===== config.mk =====
export PLATFORM = sky130hd
export DESIGN_NAME = burst_addr_seq
export DESIGN_NICKNAME = d
export VERILOG_FILES = /design/src/rtl/bsq_pkg.sv /design/src/rtl/bsq_cmd_decode.sv /design/src/rtl/bsq_mode_decode.sv /design/src/rtl/bsq_addr_step.sv /design/src/rtl/burst_addr_seq.sv
export SDC_FILE = /design/constraint.sdc
export NUM_CORES = 1
export LEC_CHECK = 0
export BUFFER_PORTS_ARGS = -buffer_cell sky130_fd_sc_hd__buf_2
export CAP_MARGIN = 0
export CORE_AREA = 4 4 96 98
export DETAILED_ROUTE_END_ITERATION = 7
export DIE_AREA = 0 0 100 102
export PLACE_DENSITY = 0.58
export SLEW_MARGIN = 40
export SYNTH_ARGS = -nofsm -noshare
export SYNTH_HDL_FRONTEND = slang
export SYNTH_HIERARCHICAL = 1
export SYNTH_SLANG_ARGS = --single-unit

===== constraint.sdc =====
create_clock -name clk -period 5.15 [get_ports clk]
set_input_delay 1.03 -clock clk [delete_from_list [all_inputs] [get_ports clk]]
set_output_delay 1.03 -clock clk [all_outputs]
set_load 0.1 [all_outputs]

===== src/rtl/bsq_pkg.sv =====
package bsq_pkg;

    // Upper bound on log2 of the fixed burst lengths (32 words).
    localparam int unsigned MAX_LOG = 5;

    typedef enum logic [2:0] {
        BM_STREAM    = 3'd0,
        BM_CIRC8     = 3'd1,
        BM_CIRC16    = 3'd2,
        BM_CIRC32    = 3'd3,
        BM_RUN8      = 3'd4,
        BM_RUN16     = 3'd5,
        BM_RUN32     = 3'd6,
        BM_STREAM_B  = 3'd7
    } burst_mode_e;

endpackage


===== src/rtl/bsq_cmd_decode.sv =====
module bsq_cmd_decode (
    input  logic ce_n,
    input  logic oe_n,
    input  logic we_n,
    input  logic adv_n,
    output logic sel_off,
    output logic do_load,
    output logic do_step
);
    always_comb begin
        sel_off = ce_n;
        do_load = !ce_n && we_n && !adv_n && oe_n;
        do_step = !ce_n && we_n && adv_n && !oe_n;
    end

    always_comb begin
        a_excl_r10: assert (!(do_load && do_step) && !(sel_off && (do_load || do_step)));
    end
endmodule


===== src/rtl/bsq_mode_decode.sv =====
module bsq_mode_decode
    import bsq_pkg::*;
(
    input  burst_mode_e             mode,
    output logic                    circ,
    output logic                    limited,
    output logic [MAX_LOG-1:0]      low_mask,
    output logic [MAX_LOG:0]        length
);
    always_comb begin
        circ     = 1'b0;
        limited  = 1'b0;
        low_mask = '0;
        length   = '0;
        unique case (mode)
            BM_CIRC8:  begin circ = 1'b1; low_mask = 5'h07; length = 6'd8;  end
            BM_CIRC16: begin circ = 1'b1; low_mask = 5'h0F; length = 6'd16; end
            BM_CIRC32: begin circ = 1'b1; low_mask = 5'h1F; length = 6'd32; end
            BM_RUN8:   begin limited = 1'b1; length = 6'd8;  end
            BM_RUN16:  begin limited = 1'b1; length = 6'd16; end
            BM_RUN32:  begin limited = 1'b1; length = 6'd32; end
            default:   begin end
        endcase
    end
endmodule


===== src/rtl/bsq_addr_step.sv =====
module bsq_addr_step
    import bsq_pkg::*;
#(
    parameter int unsigned AW = 16
) (
    input  logic [AW-1:0]      cur,
    input  logic               circ,
    input  logic [MAX_LOG-1:0] low_mask,
    output logic [AW-1:0]      nxt
);
    localparam int unsigned PAD = AW - MAX_LOG;

    logic [AW-1:0] mask_full;
    logic [AW-1:0] inc;

    always_comb begin
        mask_full = {{PAD{1'b0}}, low_mask};
        inc       = cur + AW'(1);
        if (circ) begin
            nxt = (cur & ~mask_full) | (inc & mask_full);
        end else begin
            nxt = inc;
        end
    end
endmodule


===== src/rtl/burst_addr_seq.sv =====
module burst_addr_seq
    import bsq_pkg::*;
#(
    parameter int unsigned AW = 16
) (
    input  logic          clk,
    input  logic          rst_n,
    input  logic          ce_n,
    input  logic          oe_n,
    input  logic          we_n,
    input  logic          adv_n,
    input  logic [2:0]    mode_sel,
    input  logic [AW-1:0] start_addr,
    output logic [AW-1:0] burst_addr,
    output logic          data_valid
);
    localparam int unsigned CW = MAX_LOG + 1;

    typedef struct packed {
        logic          armed;
        burst_mode_e   mode;
        logic [AW-1:0] ptr;
        logic [CW-1:0] cnt;
        logic [AW-1:0] word;
        logic          valid;
    } seq_state_t;

    seq_state_t s_d, s_q;

    logic               sel_off, do_load, do_step;
    logic               circ, limited;
    logic [MAX_LOG-1:0] low_mask;
    logic [MAX_LOG:0]   length;
    logic [AW-1:0]      ptr_nxt;

    bsq_cmd_decode u_cmd (
        .ce_n    (ce_n),
        .oe_n    (oe_n),
        .we_n    (we_n),
        .adv_n   (adv_n),
        .sel_off (sel_off),
        .do_load (do_load),
        .do_step (do_step)
    );

    bsq_mode_decode u_mode (
        .mode     (s_q.mode),
        .circ     (circ),
        .limited  (limited),
        .low_mask (low_mask),
        .length   (length)
    );

    bsq_addr_step #(.AW(AW)) u_step (
        .cur      (s_q.ptr),
        .circ     (circ),
        .low_mask (low_mask),
        .nxt      (ptr_nxt)
    );

    always_comb begin
        s_d       = s_q;
        s_d.valid = 1'b0;
        if (sel_off) begin
            s_d.armed = 1'b0;
        end else if (do_load) begin
            s_d.armed = 1'b1;
            s_d.mode  = burst_mode_e'(mode_sel);
            s_d.ptr   = start_addr;
            s_d.cnt   = '0;
        end else if (do_step && s_q.armed) begin
            s_d.word  = s_q.ptr;
            s_d.valid = 1'b1;
            s_d.ptr   = ptr_nxt;
            if (limited) begin
                s_d.cnt = s_q.cnt + CW'(1);
                if (s_q.cnt == (length - CW'(1))) begin
                    s_d.armed = 1'b0;
                end
            end
        end
    end

    always_ff @(posedge clk or negedge rst_n) begin
        if (!rst_n) begin
            s_q <= '{armed: 1'b0, mode: BM_STREAM, ptr: '0, cnt: '0, word: '0, valid: 1'b0};
        end else begin
            s_q <= s_d;
        end
    end

    assign burst_addr = s_q.word;
    assign data_valid = s_q.valid;

    // A load edge never presents a word.
    p_load_quiet_r2: assert property (@(posedge clk) disable iff (!rst_n)
        do_load |=> !data_valid);

    // Deselect always ends output.
    p_deselect_end_r8: assert property (@(posedge clk) disable iff (!rst_n)
        ce_n |=> !data_valid);

    // A presented word needs an advance edge before it.
    p_word_needs_step_r3: assert property (@(posedge clk) disable iff (!rst_n)
        data_valid |-> $past(!ce_n && !oe_n && we_n && adv_n));

    // Back-to-back words in a circular burst keep the upper address bits.
    p_circ_upper_r5: assert property (@(posedge clk) disable iff (!rst_n)
        (data_valid && $past(data_valid) && circ) |->
        ((burst_addr >> MAX_LOG) == ($past(burst_addr) >> MAX_LOG)));

    // Back-to-back words in non-circular bursts step by one.
    p_linear_step_r4: assert property (@(posedge clk) disable iff (!rst_n)
        (data_valid && $past(data_valid) && !circ) |->
        (burst_addr == $past(burst_addr) + AW'(1)));

    // A limited burst never counts past its length.
    p_len_bound_r6: assert property (@(posedge clk) disable iff (!rst_n)
        (s_q.armed && limited) |-> (s_q.cnt < CW'(length)));

    // Mode is frozen between loads.
    p_mode_frozen_r11: assert property (@(posedge clk) disable iff (!rst_n)
        !$past(do_load) |-> $stable(s_q.mode));

endmodule


## Yosys cells after proc, flatten, opt, wreduce, memory -nomap -nowiden

Cells that the tools add are included.

| word-level totals | value |
|---|---|
| output and inout bits | 17 |
| logic and storage cells | 61 |
| input bits | 25 |
| register bits | 43 |

| operators by class | value |
|---|---|
| bitwise operators | 6 |
| equal/unequal tests | 7 |
| mux-type cells | 15 |
| add/subtract/negate cells | 3 |
| reductions and logical operators | 24 |

Operator list:

| kind | number |
|---|---|
| $mux 39 | 1 |
| $mux 22 | 1 |
| $pmux 6 s3 | 1 |
| $add 16x1->16 const B | 1 |
| $and 16x16->16 | 1 |
| $and 16x5->16 | 1 |
| $mux 16 | 1 |
| $not 5->16 | 1 |
| $or 16x16->16 | 1 |
| $pmux 5 s3 | 1 |
| $eq 3x3->1 const B | 3 |
| $mux 1 | 9 |
| $reduce_and 3->1 | 3 |
| $reduce_bool 3->1 | 3 |
| $add 6x1->6 const B | 1 |
| $eq 3x2->1 const B | 2 |
| $eq 6x6->1 | 1 |
| $logic_and 1x1->1 | 6 |
| $mux 6 | 1 |
| $reduce_or 2->1 | 3 |
| $reduce_or 3->1 | 2 |
| $sub 6x1->6 const B | 1 |
| $reduce_and 2->1 | 2 |
| $reduce_bool 2->1 | 2 |
| other kinds (3) | 6 |

## Logic depth before layout (Yosys ltp)

Gate-level depths: netlist (run 1).

| depth | value |
|---|---|
| depth in word-level cells | 10 |
| gate-level depth with buffers | 8 |
| mapped depth without buffers | 8 |

## Modules after synthesis

The synthesis (run 1) kept the hierarchy.

By module, submodules not included:

| module | instances | cells each | area each (um2) | sequential area each (um2) |
|---|---|---|---|---|
| burst_addr_seq | 1 | 189 | 2,065.7 | 1,076.0 |
| bsq_addr_step | 1 | 44 | 354.1 | 0.0 |
| bsq_mode_decode | 1 | 18 | 113.9 | 0.0 |
| bsq_cmd_decode | 1 | 3 | 32.5 | 0.0 |

## Worst setup path after synthesis (run 1)

No wires, ideal clock.

| path | value |
|---|---|
| path kind | input-to-reg |
| from | in adv_n |
| to | reg s_q[39] in the netlist's numbering |
| setup slack | 2,768 ps |
| required time | 5,025 ps |
| stages | 4 |
| data arrival time | 2,257 ps |
| cells stage by stage | and4bb_2 -> clkbuf_1 -> nor2b_1 -> mux2_2 |

| between the ends | value |
|---|---|
| word-level cells in the longest chain between the ends | 4 |

Ends and longest elaborated chain:

| what | RTL line | source |
|---|---|---|
| start: declaration | burst_addr_seq.sv:11 | `input logic adv_n,` |
| $logic_not 1->1 | bsq_cmd_decode.sv:12 | `do_load = !ce_n && we_n && !adv_n && oe_n;` |
| $logic_and 1x1->1 (2 in series) | bsq_cmd_decode.sv:12 |  |
| $reduce_and 2->1 (no line) | n/a |  |
| end signal: assignment | burst_addr_seq.sv:86 | `s_q <= '{armed: 1'b0, mode: BM_STREAM, ptr: '0, cnt: '0, word: '0, valid: 1'b0};` |
| end: declaration | burst_addr_seq.sv:28 | `seq_state_t s_d, s_q;` |

No other way between the ends.
A chain may end at the register's enable or synchronous reset.

## Final worst setup path (run 1)

| path | value |
|---|---|
| from | in ce_n |
| to | reg s_q (netlist bit burst_addr[2]) |

| between the ends | value |
|---|---|
| word-level cells in the longest chain between the ends | 6 |
| elaborated cells between the ends (all ways) | 10 |
| those cells by class | 2 x bitwise; 8 x reduce/logical |

Ends and longest elaborated chain:

| what | RTL line | source |
|---|---|---|
| start: declaration | burst_addr_seq.sv:8 | `input logic ce_n,` |
| $logic_not 1->1 | bsq_cmd_decode.sv:12 |  |
| $logic_and 1x1->1 (3 in series) | bsq_cmd_decode.sv:12 |  |
| net do_load | burst_addr_seq.sv:30 | `logic sel_off, do_load, do_step;` |
| $not 1->1 (no line) | n/a |  |
| $reduce_and 3->1 (no line) | n/a |  |

The timed path passes the listed nets, and every way through them passes these cells.

==> metrics, run 1 <==
Buf/Inv on CP 1; cell area after layout 0.00281 sq mm; clk sinks 43; clock buffer depth 2; pwr dens 386 mW/mm^2; Hold WC Path Type flip-flop to flip-flop; Power Total 1.08 mW; Worst IR Drop VDD 0.136 mV; H-tree Lvls 2; met2 Track Usage GR 0.175; type of origin of the critical path input pin; hold buffers post-CTS 0; overall global routing resource usage 0.112; met1 usage 0.157; IO Port Bufs 41; largest net degree at the start of global routing 44; ANT nets after route 0; total die area 0.0102 sq mm; cell taking the most area after synthesis dfrtp_1; clk_lat worst skew 0.30 ns; syn avg cell area 10.1 sq um; GRT overflow 0; initial core utilization 0.303; Die Span X 100 um; cell family with most CP delay simple AND/OR/NAND/NOR gates; asr flop ratio synth 1.00; Main synth FF type dfrtp_1; placed cell area 0.00272 sq mm; Residual DRC 0; Vias/cell 4.76; Area Overhead vs Synth 9.36%; Fin. Hold Viols 0; share of cells above drive strength 1 0.234; overall die height 102 um; slew margin rel. 0.520; antenna violations before repair 0; core box area 0.00847 sq mm; Pre-antenna DRT Iters 4; Setup Viol. Count Final 0; DR iter-0 viols 58; NumNets Final 300; Crit-path slowest cell and3b_1; DPL Wire Length 3.81 mm; commonest non-fill, non-tap cell in the layout dfrtp_1; Yosys reg bits 43; fmax 0.310 GHz; Cell Chain, Critical Path buf_2 -> and4bb_2 -> and3b_1 -> nor2b_4 -> mux2_1; Leakage 1.25 nW; clk slew on worst S/H paths 0.09 ns; Max Clock Skew 0.00933 ns; crit end category flip-flop; outcome completed; # Post-CTS Setup Buffers 0; mapped cell area 0.00257 sq mm; required time of the critical path 5.33 ns; post_cts resized 0; root buf cell clkbuf_8; actual slew at the worst max-slew pin 0.720 ns; final core utilization 0.332; Setup TNS 0 ns; fin. max-slew vios 0; most frequent cells in the layout dfrtp_1, buf_2, nor2_1; Maximum Capacitance Violations 0; GP Congestion 0.787; Crit Path Class input pin to flip-flop; post-DR wirelength/cell 14.0 um; Cell variety after synth 52; grt peak-use layer met2; total number of vias 1812; antenna cells 0; num ports 42; RSZ-0062 raised after global routing false; Post-synth EDFFs 0; cell count after synthesis 254; final WL 5.35 mm; fillcell total 879; M3 GR Usage 0.0253; CP arrival 3.40 ns; Tmin final 3.23 ns; CTS tree yes; sequential element share of the synthesized area 0.419; hold_ws 0.484 ns; number of global-route vias before repair 1793; crit share post-route 0.627; first-pass GRT wire length 9.05 mm; CP max FO 21; top cells by area, synth dfrtp_1, mux2_1, buf_4, xnor2_1, a22oi_1; # rows 34; post-synth top area share 0.419; Crit path largest cell delay 0.74 ns; Synth Warn # 6; Num CTS Buffers 5
cells in the mapped netlist, types with 3 or more instances:
cell type,number
dfrtp_1,43
buf_4,23
nand4_1,5
mux2_1,16
buf_2,3
ha_1,3
a22oi_1,16
o21ai_0,4
nor2_1,25
xnor2_1,16
mux2_2,3
inv_1,7
nor2b_1,4
clkbuf_1,6
nand2_1,10
nand3_1,3
a21oi_1,19
nor3_1,3
xor2_1,7
metal layers:
layer	part of all wire	wire, um
met5	0	0
met4	0.0095	51
met3	0.051	271
met2	0.46	2450
met1	0.48	2570
flip-flops by register name, summed over array words and instances, names as in the netlist:
register    flops
burst_addr     16
data_valid      1
s_q            26
area by class of cell:
type                            count  area, sq um  share of cell area
Multi-Input combinational cell    174         1280               0.455
Sequential cell                    43         1080               0.383
Timing Repair Buffer               41          208              0.0740
Tap cell                          108          135              0.0481
Clock buffer                        6         72.6              0.0259
Inverter                            7         26.3             0.00936
Clock inverter                      2         12.5             0.00446
per-stage QoR:
step | setup slack (ns) | instances
4_1_cts | 1.91 | 381
3_3_place_gp | 1.41 | 373
2_1_floorplan | 2.77 | 256
5_1_grt | 1.78 | 381
6_report | 1.92 | 381
3_5_place_dp | 1.59 | 373
where the power goes:
part | leakage, nW | total [mW] | internal [mW] | switching, mW
clock network | 0.0412 | 0.217 | 0.0950 | 0.122
registers | 0.557 | 0.487 | 0.401 | 0.0862
logic | 0.649 | 0.378 | 0.118 | 0.260
cells by family (layout without fill, tap and decap cells):
| group | count (synthesis) | after routing | share of synthesized area |
|---|---|---|---|
| mux | 19 | 19 | 0.0834 |
| other cells | 1 | 3 | 0.00146 |
| compound gates | 52 | 52 | 0.129 |
| fa+ha+maj | 3 | 3 | 0.0146 |
| buf+inv | 39 | 56 | 0.0922 |
| flops | 43 | 43 | 0.419 |
| simple gates | 72 | 72 | 0.169 |
| xor+xnor | 25 | 25 | 0.0912 |
worst paths after layout:
kind,startpoint,to,slack (ns),cells after the start
min reg2reg,burst_addr[6]$_DFFE_PN0P_,burst_addr[6]$_DFFE_PN0P_,0.48,1
min in group asynchronous,rst_n,burst_addr[5]$_DFFE_PN0P_,0.72,1
max,ce_n,burst_addr[2]$_DFFE_PN0P_,1.92,5
max in group asynchronous,rst_n,s_q[39]$_DFFE_PN0P_,4.04,1
min,burst_addr[6]$_DFFE_PN0P_,burst_addr[6]$_DFFE_PN0P_,0.48,1
max reg2reg,s_q[42]$_DFFE_PN0P_,burst_addr[2]$_DFFE_PN0P_,2.93,3
(Power assumes the default switching activity.)
==> run 2, diff against run 1 <==
==> constraint.sdc (replaced) <==
create_clock -name clk -period 3.22 [get_ports clk]
set_input_delay 0.644 -clock clk [delete_from_list [all_inputs] [get_ports clk]]
set_output_delay 0.644 -clock clk [all_outputs]
set_load 0.1 [all_outputs]
==> metrics, run 2 (synthesized netlist as in run 1, its figures left out) <==
DR iter-0 viols 55; CP max FO 7; slew margin rel. 0.588; Crit Path Class flip-flop to flip-flop; ANT nets after route 0; fmax 0.485 GHz; combinational power share 0.352; fin cells 385; fin. max-slew vios 0; FF+latch area 0.00108 sq mm; antenna violations before repair 0; CTS tree yes; Num CTS Buffers 5; total die area 0.0102 sq mm; Leakage 1.27 nW; Seq pwr share 0.449; final WL 5.44 mm; RSZ-0062 raised after global routing false; actual slew at the worst max-slew pin 0.612 ns; Crit path largest cell delay 0.55 ns; Worst IR Drop VDD 0.164 mV; hold buffers post-CTS 0; Crit-path slowest cell a21boi_0; commonest non-fill, non-tap cell in the layout dfrtp_1; Setup Viol. Count Final 0; outcome completed; post_cts resized 0; Pre-antenna DRT Iters 4; GRT overflow 0; Residual DRC 0; Placed Instances 377; Psw 0.745 mW; most frequent cells in the layout dfrtp_1, buf_2, nor2_1; required time of the critical path 3.39 ns; R2R Path End s_q[21]$_DFFE_PN0P_; clock power share 0.200; first-pass GRT wire length 9.12 mm; total number of vias 1853; R2R cell count 5; # Post-CTS Setup Buffers 0; largest net degree at the start of global routing 44; CP arrival 2.23 ns; clk slew on worst S/H paths 0.09 ns; area of the multi-input gates 0.00127 sq mm; clk_lat worst skew 0.30 ns; Reg2Reg Setup Slack 1.16 ns; Setup TNS 0 ns; cell-internal power 0.988 mW; Area Overhead vs Synth 10.3%; Tmin final 2.06 ns; overall die height 102 um; max reg flops 26; type of origin of the critical path flip-flop; largest register by flop count s_q; DPL Wire Length 3.90 mm; crit share post-route 0.640; antenna cells 0; Critical Path Start s_q[41]$_DFFE_PN0P_; clk sinks 43; Hold WC Path Type input pin to async pin; overall global routing resource usage 0.113; GP Congestion 0.758; pwr dens 612 mW/mm^2; share of cells above drive strength 1 0.245; Vias/cell 4.81; core box area 0.00847 sq mm; post-DR wirelength/cell 14.1 um; number of global-route vias before repair 1812; crit end category flip-flop; Die Span X 100 um; Maximum Capacitance Violations 0; IO Port Bufs 41; initial core utilization 0.303; Max Clock Skew 0.00981 ns; NumNets Final 304; num ports 42; fillcell total 887; Cell Chain, Critical Path a21boi_0 -> a31oi_1 -> nor4b_1 -> xnor2_1 -> nor2_1; clock buffer depth 2; # rows 34; Fin. Hold Viols 0; H-tree Lvls 2; sw frac 0.430; RR Startpoint s_q[41]$_DFFE_PN0P_; root buf cell clkbuf_8
==> run 2: changes by cell type in the layout (fill, tap and decap cells not counted) <==
| cell | previous run | this run |
|---|---|---|
| buf_4 | 1 | 5 |
| nor2_2 | 1 | 2 |
| nor2_4 | 2 | 1 |
==> run 2: worst max path at each step <==
stage	to	slack, ns	cells after the start
floorplan	s_q[39]$_DFFE_PN0P_	1.22	4
detailed placement	burst_addr[2]$_DFFE_PN0P_	0.83	5
finish	s_q[21]$_DFFE_PN0P_	1.16	5
global placement	burst_addr[2]$_DFFE_PN0P_	0.57	5
global route	s_q[21]$_DFFE_PN0P_	0.91	5
CTS	s_q[21]$_DFFE_PN0P_	1.11	5
==> run 2: area by class of cell <==
type                    instances  share of cell area
flip-flops and latches         43               0.380
well taps                     108              0.0477
clock inverters                 2             0.00442
inverters                       7             0.00928
clock buffers                   6              0.0256
multi-input cells             174               0.449
repair buffers                 45              0.0840
==> run 2: worst max-delay path: cells and delay by family, from the launching register on <==
| kind | cells | cell delay [ns] |
|---|---|---|
| compound gates | 2 | 0.76 |
| simple gates | 2 | 0.52 |
| flops | 1 | 0.47 |
| xor+xnor | 1 | 0.17 |
==> run 2: power by group through the flow <==
stage / combinational, mW / sequential (mW) / clock (mW)
finish: 0.609 / 0.777 / 0.346
CTS: 0.613 / 0.780 / 0.357
global route: 0.663 / 0.802 / 0.387
global placement: 0.602 / 0.786 / 0
floorplan: 0.574 / 0.757 / 0
detailed placement: 0.611 / 0.792 / 0
==> run 2: stage by stage <==
stage                     hold WS (ns)   util  instance area [sq um]  setup slack (ns)  total power [mW]
after detailed placement         0.474  0.324                   2750             0.831              1.40
after floorplan                  0.348      -                   2570              1.22              1.33
final                            0.327  0.334                   2830              1.16              1.73
after global placement           0.462  0.324                   2740             0.574              1.39
after global routing             0.358  0.334                   2830             0.909              1.85
after CTS                        0.337  0.334                   2830              1.11              1.75
==> run 2: per-layer routing <==
layer	up-vias	GRT usage	part of all wire
li1	913	-	-
met1	898	0.147	0.46
met2	34	0.186	0.48
met3	8	0.0280	0.045
met4	0	0.0342	0.012
met5	-	0	0
==> run 3, diff against run 2 <==
--- a/config.mk
+++ b/config.mk
@@ -10,7 +10,7 @@
 export CORE_AREA = 4 4 96 98
 export DETAILED_ROUTE_END_ITERATION = 7
 export DIE_AREA = 0 0 100 102
-export PLACE_DENSITY = 0.58
+export PLACE_DENSITY = 0.59
 export SLEW_MARGIN = 40
 export SYNTH_ARGS = -nofsm -noshare
 export SYNTH_HDL_FRONTEND = slang
==> constraint.sdc (replaced) <==
create_clock -name clk -period 1.8 [get_ports clk]
set_input_delay 0.36 -clock clk [delete_from_list [all_inputs] [get_ports clk]]
set_output_delay 0.36 -clock clk [all_outputs]
set_load 0.1 [all_outputs]
==> metrics, run 3 (synthesized netlist as in run 1, its figures left out) <==
outcome complete, but fails checks; failing checks setup timing; fmax 0.551 GHz; R2R cell count 6; total number of vias 1913; IO Port Bufs 41; CP max FO 2; first-pass GRT wire length 9.17 mm; Reg2Reg Setup Slack -0.01 ns; type of origin of the critical path flip-flop; Vias/cell 4.78; Power Total 3.33 mW; largest net degree at the start of global routing 33; crit end category flip-flop; met2 wire len 2.47 mm; clk slew on worst S/H paths 0.08 ns; required time of the critical path 1.97 ns; crit share post-route 1.01; max reg flops 26; clock buffer depth 2; Crit-path slowest cell dfrtp_1; hold buffers post-CTS 0; antenna violations before repair 0; overall die height 102 um; Hold WC Path Type input pin to async pin; Fin. Hold Viols 0; post-DR wirelength/cell 13.8 um; Setup Viol. Count Final 1; clk sinks 43; Max Clock Skew 0.00520 ns; hold_ws 0.0117 ns; cell area after layout 0.00303 sq mm; share of cells above drive strength 1 0.312; H-tree Lvls 2; largest register by flop count s_q; commonest non-fill, non-tap cell in the layout dfrtp_1; Crit Path Class flip-flop to flip-flop; Pre-antenna DRT Iters 4; Buf/Inv on CP 0; # rows 34; placed cell area 0.00287 sq mm; RSZ-0062 raised after global routing true; Setup TNS -0.0134 ns; fin. max-slew vios 0; Setup crit end s_q[42]$_DFFE_PN0P_; Tmin final 1.81 ns; num ports 42; setup ws final -0.0134 ns; number of global-route vias before repair 1866; R2R Path End s_q[42]$_DFFE_PN0P_; final WL 5.53 mm; total die area 0.0102 sq mm; cell family with most CP delay simple AND/OR/NAND/NOR gates; DR iter-0 viols 68; met3 WL 194 um; pwr dens 1100 mW/mm^2; Worst IR Drop VDD 0.344 mV; initial core utilization 0.303; post-place setup slack -0.0104 ns; fillcell total 860; Critical Path Stages 6; root buf cell clkbuf_8; GRT overflow 0; Die Span X 100 um; antenna cells 0; RR Startpoint s_q[39]$_DFFE_PN0P_; Cell Chain, Critical Path xnor2_2 -> nor2_1 -> or4_1 -> or3_1 -> a211oi_2 -> o32ai_1; CP arrival 1.98 ns; Residual DRC 0; clk_lat worst skew 0.29 ns; Leakage 1.38 nW; Critical Path Start s_q[39]$_DFFE_PN0P_; CTS tree yes; most frequent cells in the layout dfrtp_1, buf_2, nor2_1; DPL Wire Length 4.02 mm; Maximum Capacitance Violations 0; Crit path largest cell delay 0.41 ns; uppermost layer routed met4; GP Congestion 0.755; Num CTS Buffers 5; overall global routing resource usage 0.113; ANT nets after route 0; wire length on met1 2.78 mm; Area Overhead vs Synth 18.1%; NumNets Final 320; core box area 0.00847 sq mm
[run 3: cell types whose count changed in the layout (fill, tap and decap cells not counted), moves of 2 or more]
cell     delta
buf_12      +2
o21ai_1     +2
buf_4      +13
o21ai_0     -2
[run 3: area by class of cell]
type	count	area [sq um]	share of cell area
multi-input combinational	174	1310	0.433
sequential	43	1080	0.355
timing repair buffer	61	380	0.125
tap	108	135	0.0446
clock buffer	6	72.6	0.0239
clock inverter	1	30.0	0.00991
inverter	7	26.3	0.00867
[run 3: layer usage]
metal  global-route usage  vias to the layer above
met3               0.0287                        6
met4               0.0373                        0
met5                    0                        -
met2                0.174                       30
met1                0.155                      927
li1                     -                      950
[run 3: report_power, final]
part / internal (mW) / switching [mW]
Combinational: 0.424 / 0.811
Sequential: 1.15 / 0.215
Clock: 0.407 / 0.323
[run 3: what timing repair did]
action                                  in CTS  in global routing
gates resized for setup                      0                 10
endpoints found under the setup margin       1                 13
endpoints found under the hold margin        0                  0
pin swaps                                    1                  7
buffers inserted                             1                  1
[run 3: worst min path at each step]
stage                                 endpoint  slack (ns)  cells past startpoint
floorplan            burst_addr[0]$_DFFE_PN0P_        0.06                      0
global placement    burst_addr[12]$_DFFE_PN0P_        0.34                      1
detailed placement   burst_addr[7]$_DFFE_PN0P_        0.35                      1
CTS                  burst_addr[7]$_DFFE_PN0P_        0.02                      1
global route        burst_addr[12]$_DFFE_PN0P_        0.03                      1
finish               burst_addr[7]$_DFFE_PN0P_        0.01                      1
[run 3: metrics by stage]
stage               utilization  instances
finish                    0.358        400
global route              0.358        400
CTS                       0.352        399
detailed placement        0.339        391
global placement          0.339        391
floorplan                     -        256
